[src/rtl/redtree_pkg.sv]
package redtree_pkg;

    typedef enum logic [1:0] {
        RT_AND = 2'd0,
        RT_OR  = 2'd1,
        RT_XOR = 2'd2
    } rt_op_e;

    // Operand count present at the input of level lvl (level 0 = raw operands).
    function automatic int rt_count(input int n, input int k, input int lvl);
        int c;
        c = n;
        for (int i = 0; i < lvl; i++) begin
            c = (c + k - 1) / k;
        end
        return c;
    endfunction

    // Number of registered levels needed to reach one operand.
    function automatic int rt_levels(input int n, input int k);
        int c;
        int l;
        c = n;
        l = 0;
        for (int i = 0; i < 64; i++) begin
            if (c > 1) begin
                c = (c + k - 1) / k;
                l = l + 1;
            end
        end
        return l;
    endfunction

endpackage

[src/rtl/redtree_node.sv]
module redtree_node
    import redtree_pkg::*;
#(
    parameter int     W   = 32,
    parameter int     NIN = 2,
    parameter rt_op_e OP  = RT_XOR
) (
    input  logic                    clk,
    input  logic                    rst_n,
    input  logic                    en,
    input  logic [NIN-1:0][W-1:0]   d,
    output logic [W-1:0]            q
);

    logic [W-1:0] acc;

    generate
        if (NIN == 1) begin : g_delay
            // Lone leftover operand: same register depth as a real node.
            assign acc = d[0];
        end else begin : g_combine
            always_comb begin
                acc = d[0];
                for (int i = 1; i < NIN; i++) begin
                    unique case (OP)
                        RT_AND:  acc = acc & d[i];
                        RT_OR:   acc = acc | d[i];
                        default: acc = acc ^ d[i];
                    endcase
                end
            end
        end
    endgenerate

    always_ff @(posedge clk) begin
        if (!rst_n) begin
            q <= '0;
        end else if (en) begin
            q <= acc;
        end
    end

endmodule

[src/rtl/redtree_level.sv]
module redtree_level
    import redtree_pkg::*;
#(
    parameter int     W      = 32,
    parameter int     IN_CNT = 9,
    parameter int     K      = 3,
    parameter rt_op_e OP     = RT_XOR,
    localparam int    OUT_CNT = (IN_CNT + K - 1) / K
) (
    input  logic                        clk,
    input  logic                        rst_n,
    input  logic                        en,
    input  logic [IN_CNT-1:0][W-1:0]    din,
    output logic [OUT_CNT-1:0][W-1:0]   dout
);

    generate
        for (genvar g = 0; g < OUT_CNT; g++) begin : g_node
            localparam int LO  = g * K;
            localparam int NIN = ((IN_CNT - LO) < K) ? (IN_CNT - LO) : K;

            redtree_node #(
                .W   (W),
                .NIN (NIN),
                .OP  (OP)
            ) u_node (
                .clk   (clk),
                .rst_n (rst_n),
                .en    (en),
                .d     (din[LO+NIN-1:LO]),
                .q     (dout[g])
            );
        end
    endgenerate

endmodule

[src/rtl/redtree_vpipe.sv]
module redtree_vpipe #(
    parameter int DEPTH = 2
) (
    input  logic             clk,
    input  logic             rst_n,
    input  logic             vin,
    output logic [DEPTH-1:0] lvl_en,
    output logic             vout
);

    logic [DEPTH-1:0] sr;

    always_ff @(posedge clk) begin
        if (!rst_n) begin
            sr <= '0;
        end else begin
            sr[0] <= vin;
            for (int i = 1; i < DEPTH; i++) begin
                sr[i] <= sr[i-1];
            end
        end
    end

    // Level l loads when the flag entering it is set.
    always_comb begin
        lvl_en[0] = vin;
        for (int i = 1; i < DEPTH; i++) begin
            lvl_en[i] = sr[i-1];
        end
    end

    assign vout = sr[DEPTH-1];

endmodule

[src/rtl/redtree_top.sv]
module redtree_top
    import redtree_pkg::*;
#(
    parameter int     N  = 25,
    parameter int     K  = 5,
    parameter int     W  = 32,
    parameter rt_op_e OP = RT_XOR
) (
    input  logic             clk,
    input  logic             rst_n,
    input  logic             in_valid,
    input  logic [N*W-1:0]   in_data,
    output logic             out_valid,
    output logic [W-1:0]     out_data
);

    localparam int LEVELS = rt_levels(N, K);

    logic [LEVELS-1:0] lvl_en;

    redtree_vpipe #(
        .DEPTH (LEVELS)
    ) u_vpipe (
        .clk    (clk),
        .rst_n  (rst_n),
        .vin    (in_valid),
        .lvl_en (lvl_en),
        .vout   (out_valid)
    );

    generate
        for (genvar l = 0; l < LEVELS; l++) begin : g_lvl
            localparam int IC = rt_count(N, K, l);
            localparam int OC = rt_count(N, K, l + 1);

            logic [OC-1:0][W-1:0] q;

            if (l == 0) begin : g_first
                redtree_level #(
                    .W      (W),
                    .IN_CNT (IC),
                    .K      (K),
                    .OP     (OP)
                ) u_level (
                    .clk   (clk),
                    .rst_n (rst_n),
                    .en    (lvl_en[l]),
                    .din   (in_data),
                    .dout  (q)
                );
            end else begin : g_next
                redtree_level #(
                    .W      (W),
                    .IN_CNT (IC),
                    .K      (K),
                    .OP     (OP)
                ) u_level (
                    .clk   (clk),
                    .rst_n (rst_n),
                    .en    (lvl_en[l]),
                    .din   (g_lvl[l-1].q),
                    .dout  (q)
                );
            end
        end
    endgenerate

    assign out_data = g_lvl[LEVELS-1].q;

endmodule

[config.mk]
export PLATFORM = sky130hd
export DESIGN_NAME = redtree_top
export DESIGN_NICKNAME = d
export VERILOG_FILES = /design/src/rtl/redtree_pkg.sv /design/src/rtl/redtree_node.sv /design/src/rtl/redtree_level.sv /design/src/rtl/redtree_vpipe.sv /design/src/rtl/redtree_top.sv
export SDC_FILE = /design/constraint.sdc
export NUM_CORES = 1
export LEC_CHECK = 0
export ABC_CLOCK_PERIOD_IN_PS = 3110
export BUFFER_PORTS_ARGS = -buffer_cell sky130_fd_sc_hd__buf_2
export CAP_MARGIN = 20
export CORE_AREA = 2 2 325 327
export CTS_CLUSTER_SIZE = 20
export DETAILED_ROUTE_END_ITERATION = 6
export DIE_AREA = 0 0 327 329
export MAX_ROUTING_LAYER = met4
export PLACE_DENSITY_LB_ADDON = 0.08
export RECOVER_POWER = 25
export SLEW_MARGIN = 20
export SYNTH_ARGS = -nofsm -noshare
export SYNTH_HDL_FRONTEND = slang
export SYNTH_SLANG_ARGS = --single-unit
[constraint.sdc]
create_clock -name clk -period 3.11 [get_ports clk]
set_input_delay 0.622 -clock clk [delete_from_list [all_inputs] [get_ports clk]]
set_output_delay 0.622 -clock clk [all_outputs]
set_load 0.005 [all_outputs]
# ---- Word level (Yosys, flattened, before mapping)
# Cells that the tools add are included.
dict set report word_totals {
  register_bits 194
  output_inout_bits 33
  in_bits 803
}
dict set report op_classes {
  bitwise_logic 24
}
# cell n
set op_table {}
lappend op_table {{XOR 32 bit} 24}

# ---- Depth between registers and ports, before layout
dict set report logic_depth {
  ltp_word 4
  depth_mapped 7
  ltp_nobuf 3
}

# ---- Cells and area by module
# Synthesis repeated with hierarchy kept, for this count alone.
dict set report hier_totals {
  hier_cells 1439
  area_unflattened_um2 16012.9
}
# module area_per_inst_um2 seq_area_each_um2 instances cells_per_inst
set by_module_without_submodules {}
lappend by_module_without_submodules {redtree_node 2658.8 640.6 6 239}
lappend by_module_without_submodules {redtree_vpipe 60.1 40.0 1 5}

# ---- Worst setup path after synthesis
# OpenSTA, ideal clock, no wires.
dict set report synth_path {
  path_type {input-to-reg}
  startpoint {input rst_n}
  endpoint {register g_lvl[0].g_first.u_level.g_node[3].u_node.q[11]}
  n_path_buf 3
  path_stages 6
  path_slack_ns 1.551
  setup_time_ns 0.122
  t_arrival_ns 1.437
  required_ns 2.988
  cell_sequence {and2_1 > buf_4 > buf_6 > clkbuf_2 > nor3b_2 > nand3b_1}
}
# item line
set synth_rtl {}
lappend synth_rtl {{start, declared} redtree_top.sv:10} ;# input logic rst_n,
lappend synth_rtl {{end signal, assigned} redtree_node.sv:37} ;# q <= '0;
lappend synth_rtl {{end signal, assigned} redtree_node.sv:39} ;# q <= acc;
lappend synth_rtl {{end, declared} redtree_node.sv:12} ;# output logic [W-1:0] q

==> impl_metrics.env <==
export IMPL_run_status="complete, but fails checks"
export IMPL_failed_checks="capacitance limit, slew limit"
export IMPL_fmax_mhz=431
export IMPL_slew_violations=29
export IMPL_hold_ws_ps=474
export IMPL_yosysWarnings=0
export IMPL_die_h_um=329
export IMPL_gp_congestion=0.849
export IMPL_leakagePower_nw=9.83
export IMPL_r2r_cells=4
export IMPL_cap_violations=1
export IMPL_final_hold_viol_count=0
export IMPL_r2r_slack_ps=940
export IMPL_core_um2=104000
export IMPL_r2r_end="g_lvl[1].g_next.u_level.g_node[0].u_node.q[19]"
export IMPL_swShare_pct=34.5
export IMPL_seq_area_frac_synth_pct=24.5
export IMPL_power_frac_seq_pct=36.5
export IMPL_p_comb_share_pct=36.5
export IMPL_cts_max_path_buffers=2
export IMPL_critPathMaxStageDelay_ps=1170
export IMPL_syn_num_nets=2235
export IMPL_synth_top_area_share_pct=28.8
export IMPL_netSwitchingPower_mw=2.88
export IMPL_ant_nets=0
export IMPL_die_area_um2=108000
export IMPL_antenna_found_initial=6
export IMPL_area_delta_synth_final_pct=39.4
export IMPL_critPathArrivalTime_ps=2740
export IMPL_p_clk_share_pct=27.0
export IMPL_route_vias_total=13600
export IMPL_placed_area_um2=21600
export IMPL_busiest_layer="met2"
export IMPL_cts_resized=0
export IMPL_cts_setup_buffers=0
export IMPL_io_pins=836
export IMPL_grt_overflow=0
export IMPL_hpwl_mm=58.1
export IMPL_drcViolationCount=0
export IMPL_avgViaCountPerCell=3.76
export IMPL_cts_clk_slew_worst_paths_ps=90
export IMPL_grt_pass1_wl_mm=96.0
export IMPL_powerDensity_nw_per_um2=378
export IMPL_cts_root_buffer="clkbuf_16"
export IMPL_clock_sink_count=194
export IMPL_rsz0062_at_grt="false"
export IMPL_clk_latency_ps=490
export IMPL_io_buffers=835
export IMPL_drive_gt1_share_pct=38.7
export IMPL_finalClockSkew_ps=14.4
export IMPL_path_delay_family="simple AND/OR/NAND/NOR gates"
export IMPL_min_period_over_period_pct=74.6
export IMPL_worstHoldEndpoint="g_lvl[0].g_first.u_level.g_node[4].u_node.q[10]"
export IMPL_yosys_cell_types_count=13
export IMPL_path_cells="clkbuf_8 -> and2_0 -> buf_12 -> nor3b_1 -> nand3b_1"
export IMPL_wl_mm=69.8
export IMPL_worst_setup_path_type="in2reg"
export IMPL_dr_first_iter_drc_count=514
export IMPL_synth_seq_cells=194
export IMPL_fin_area_um2=22100
export IMPL_hold_buffers=0
export IMPL_yosysTopAreaCell="xor3_1"
export IMPL_power_internal_mw=5.48
export IMPL_row_count=119
export IMPL_fin_crit_ps=2320
export IMPL_path_max_fanout=37
export IMPL_cts_buffers=17
export IMPL_grt_pass1_vias=14300
export IMPL_final_common_cell="buf_2"
export IMPL_h_tree_depth=4
export IMPL_cp_start_kind="primary input"
export IMPL_layout_common_cells="810 x buf_2, 384 x nand3b_1, 193 x dfxtp_1"
export IMPL_hold_class="in2reg"
export IMPL_finalSetupViolCount=0
export IMPL_avgRoutedWirePerCell_um=19.2
export IMPL_critPathBufInv=2
export IMPL_die_w_um=327
export IMPL_r2r_start="u_vpipe.sr[0]"
export IMPL_initial_core_util_pct=15.2
export IMPL_grt_use_met2_pct=22.3
export IMPL_avgSynthCellArea_um2=11.1
export IMPL_synth_top_cells_by_area="xor3_1 29%, dfxtp_1 24%, nand3b_1 18%"
export IMPL_min_from="in_data[778]"
export IMPL_ir_drop_mv=0.298
export IMPL_num_fill_cells=11500
export IMPL_cp_end_kind="register"
export IMPL_tns_ps=0
export IMPL_syn_cell_area_um2=15900
export IMPL_grt_max_degree=161
export IMPL_met1_usage_pct=15.6
export IMPL_relSlewSlack_pct=-0.232
export IMPL_crit_required_ps=3530
export IMPL_nNetsFinal=3022
export IMPL_crit_slowest_cell="and2_0"
export IMPL_track_usage_pct=12.8
export IMPL_worst_pin_slew_ps=1500
export IMPL_first_pass_iters=4
export IMPL_worstHoldPathCells=4
export IMPL_synthCells=1432
export IMPL_cts_tree="yes"
export IMPL_grtUsageMet3_pct=1.95
[layout make-up]
class | instances | area, µm² | share of cell area [%]
clock inverter | 12 | 105 | 0.475
clock buffer | 19 | 433 | 1.96
sequential | 194 | 3880 | 17.6
timing repair buffer | 852 | 4360 | 19.7
multi-input combinational | 1154 | 11600 | 52.3
tap | 1391 | 1740 | 7.87
antenna | 8 | 20.0 | 0.0905
[power by group through the flow]
| stage | Clock (mW) | Combinational [mW] | Sequential (mW) |
|---|---|---|---|
| 2_1_floorplan | 0 | 1.75 | 3.00 |
| 3_3_place_gp | 0 | 3.13 | 3.11 |
| 3_5_place_dp | 0 | 3.15 | 3.11 |
| 4_1_cts | 2.41 | 3.16 | 3.05 |
| 5_1_grt | 2.48 | 3.32 | 3.09 |
| 6_report | 2.26 | 3.05 | 3.05 |
[Yosys cell counts, drive strengths merged]
master,count
nand3,192
dfxtp,194
nor3b,192
nand3b,384
xnor2,192
clkbuf,62
xor3,192
and2,2
buf,22
[cell families (layout without fill, tap and decap cells)]
kind of cell	after synthesis	in the layout	synth area share, %
AND/OR/NAND/NOR	770	770	33.6
flip-flops	194	194	24.5
buffers and inverters	84	883	2.56
XOR/XNOR	384	384	39.4
other	0	8	0
[how the worst max path moves through the flow]
stage	start	to	slack, ps	cells past startpoint
after global placement	rst_n	g_lvl[0].g_first.u_level.g_node[2].u_node.q[17]	750	5
after CTS	rst_n	g_lvl[0].g_first.u_level.g_node[2].u_node.q[18]	1270	5
final	rst_n	g_lvl[1].g_next.u_level.g_node[0].u_node.q[19]	790	5
after detailed placement	rst_n	g_lvl[0].g_first.u_level.g_node[2].u_node.q[18]	730	5
after global routing	rst_n	g_lvl[1].g_next.u_level.g_node[0].u_node.q[14]	560	5
after floorplan	rst_n	g_lvl[0].g_first.u_level.g_node[3].u_node.q[11]	1550	6
[sequential cells by signal, summed over array words and instances, names as in the netlist]
register and cells:
g_lvl.g_first.u_level.g_node.u_node.q 160, u_vpipe.sr 2, g_lvl.g_next.u_level.g_node.u_node.q 32
[routing by layer]
layer | part of all wire [%] | wire length (µm)
met1 | 44 | 30400
met3 | 4.2 | 2940
met5 | 0 | 0
met2 | 51 | 35800
met4 | 1.0 | 725
[worst min-delay path, stage by stage]
cell and delay (ps):
buf_2 80, xnor2_1 70, nand3_1 80, nand3b_1 70
[metrics by stage]
step / instances / utilization, % / worst slack, ps / power (mW)
after global placement: 3591 / 20.7 / 751 / 6.24
final: 3630 / 21.2 / 790 / 8.36
after CTS: 3622 / 21.2 / 1270 / 8.63
after floorplan: 1432 / - / 1550 / 4.74
after global routing: 3627 / 21.2 / 562 / 8.88
after detailed placement: 3591 / 20.7 / 727 / 6.26
No activity file was read; power rests on OpenSTA's default activity.
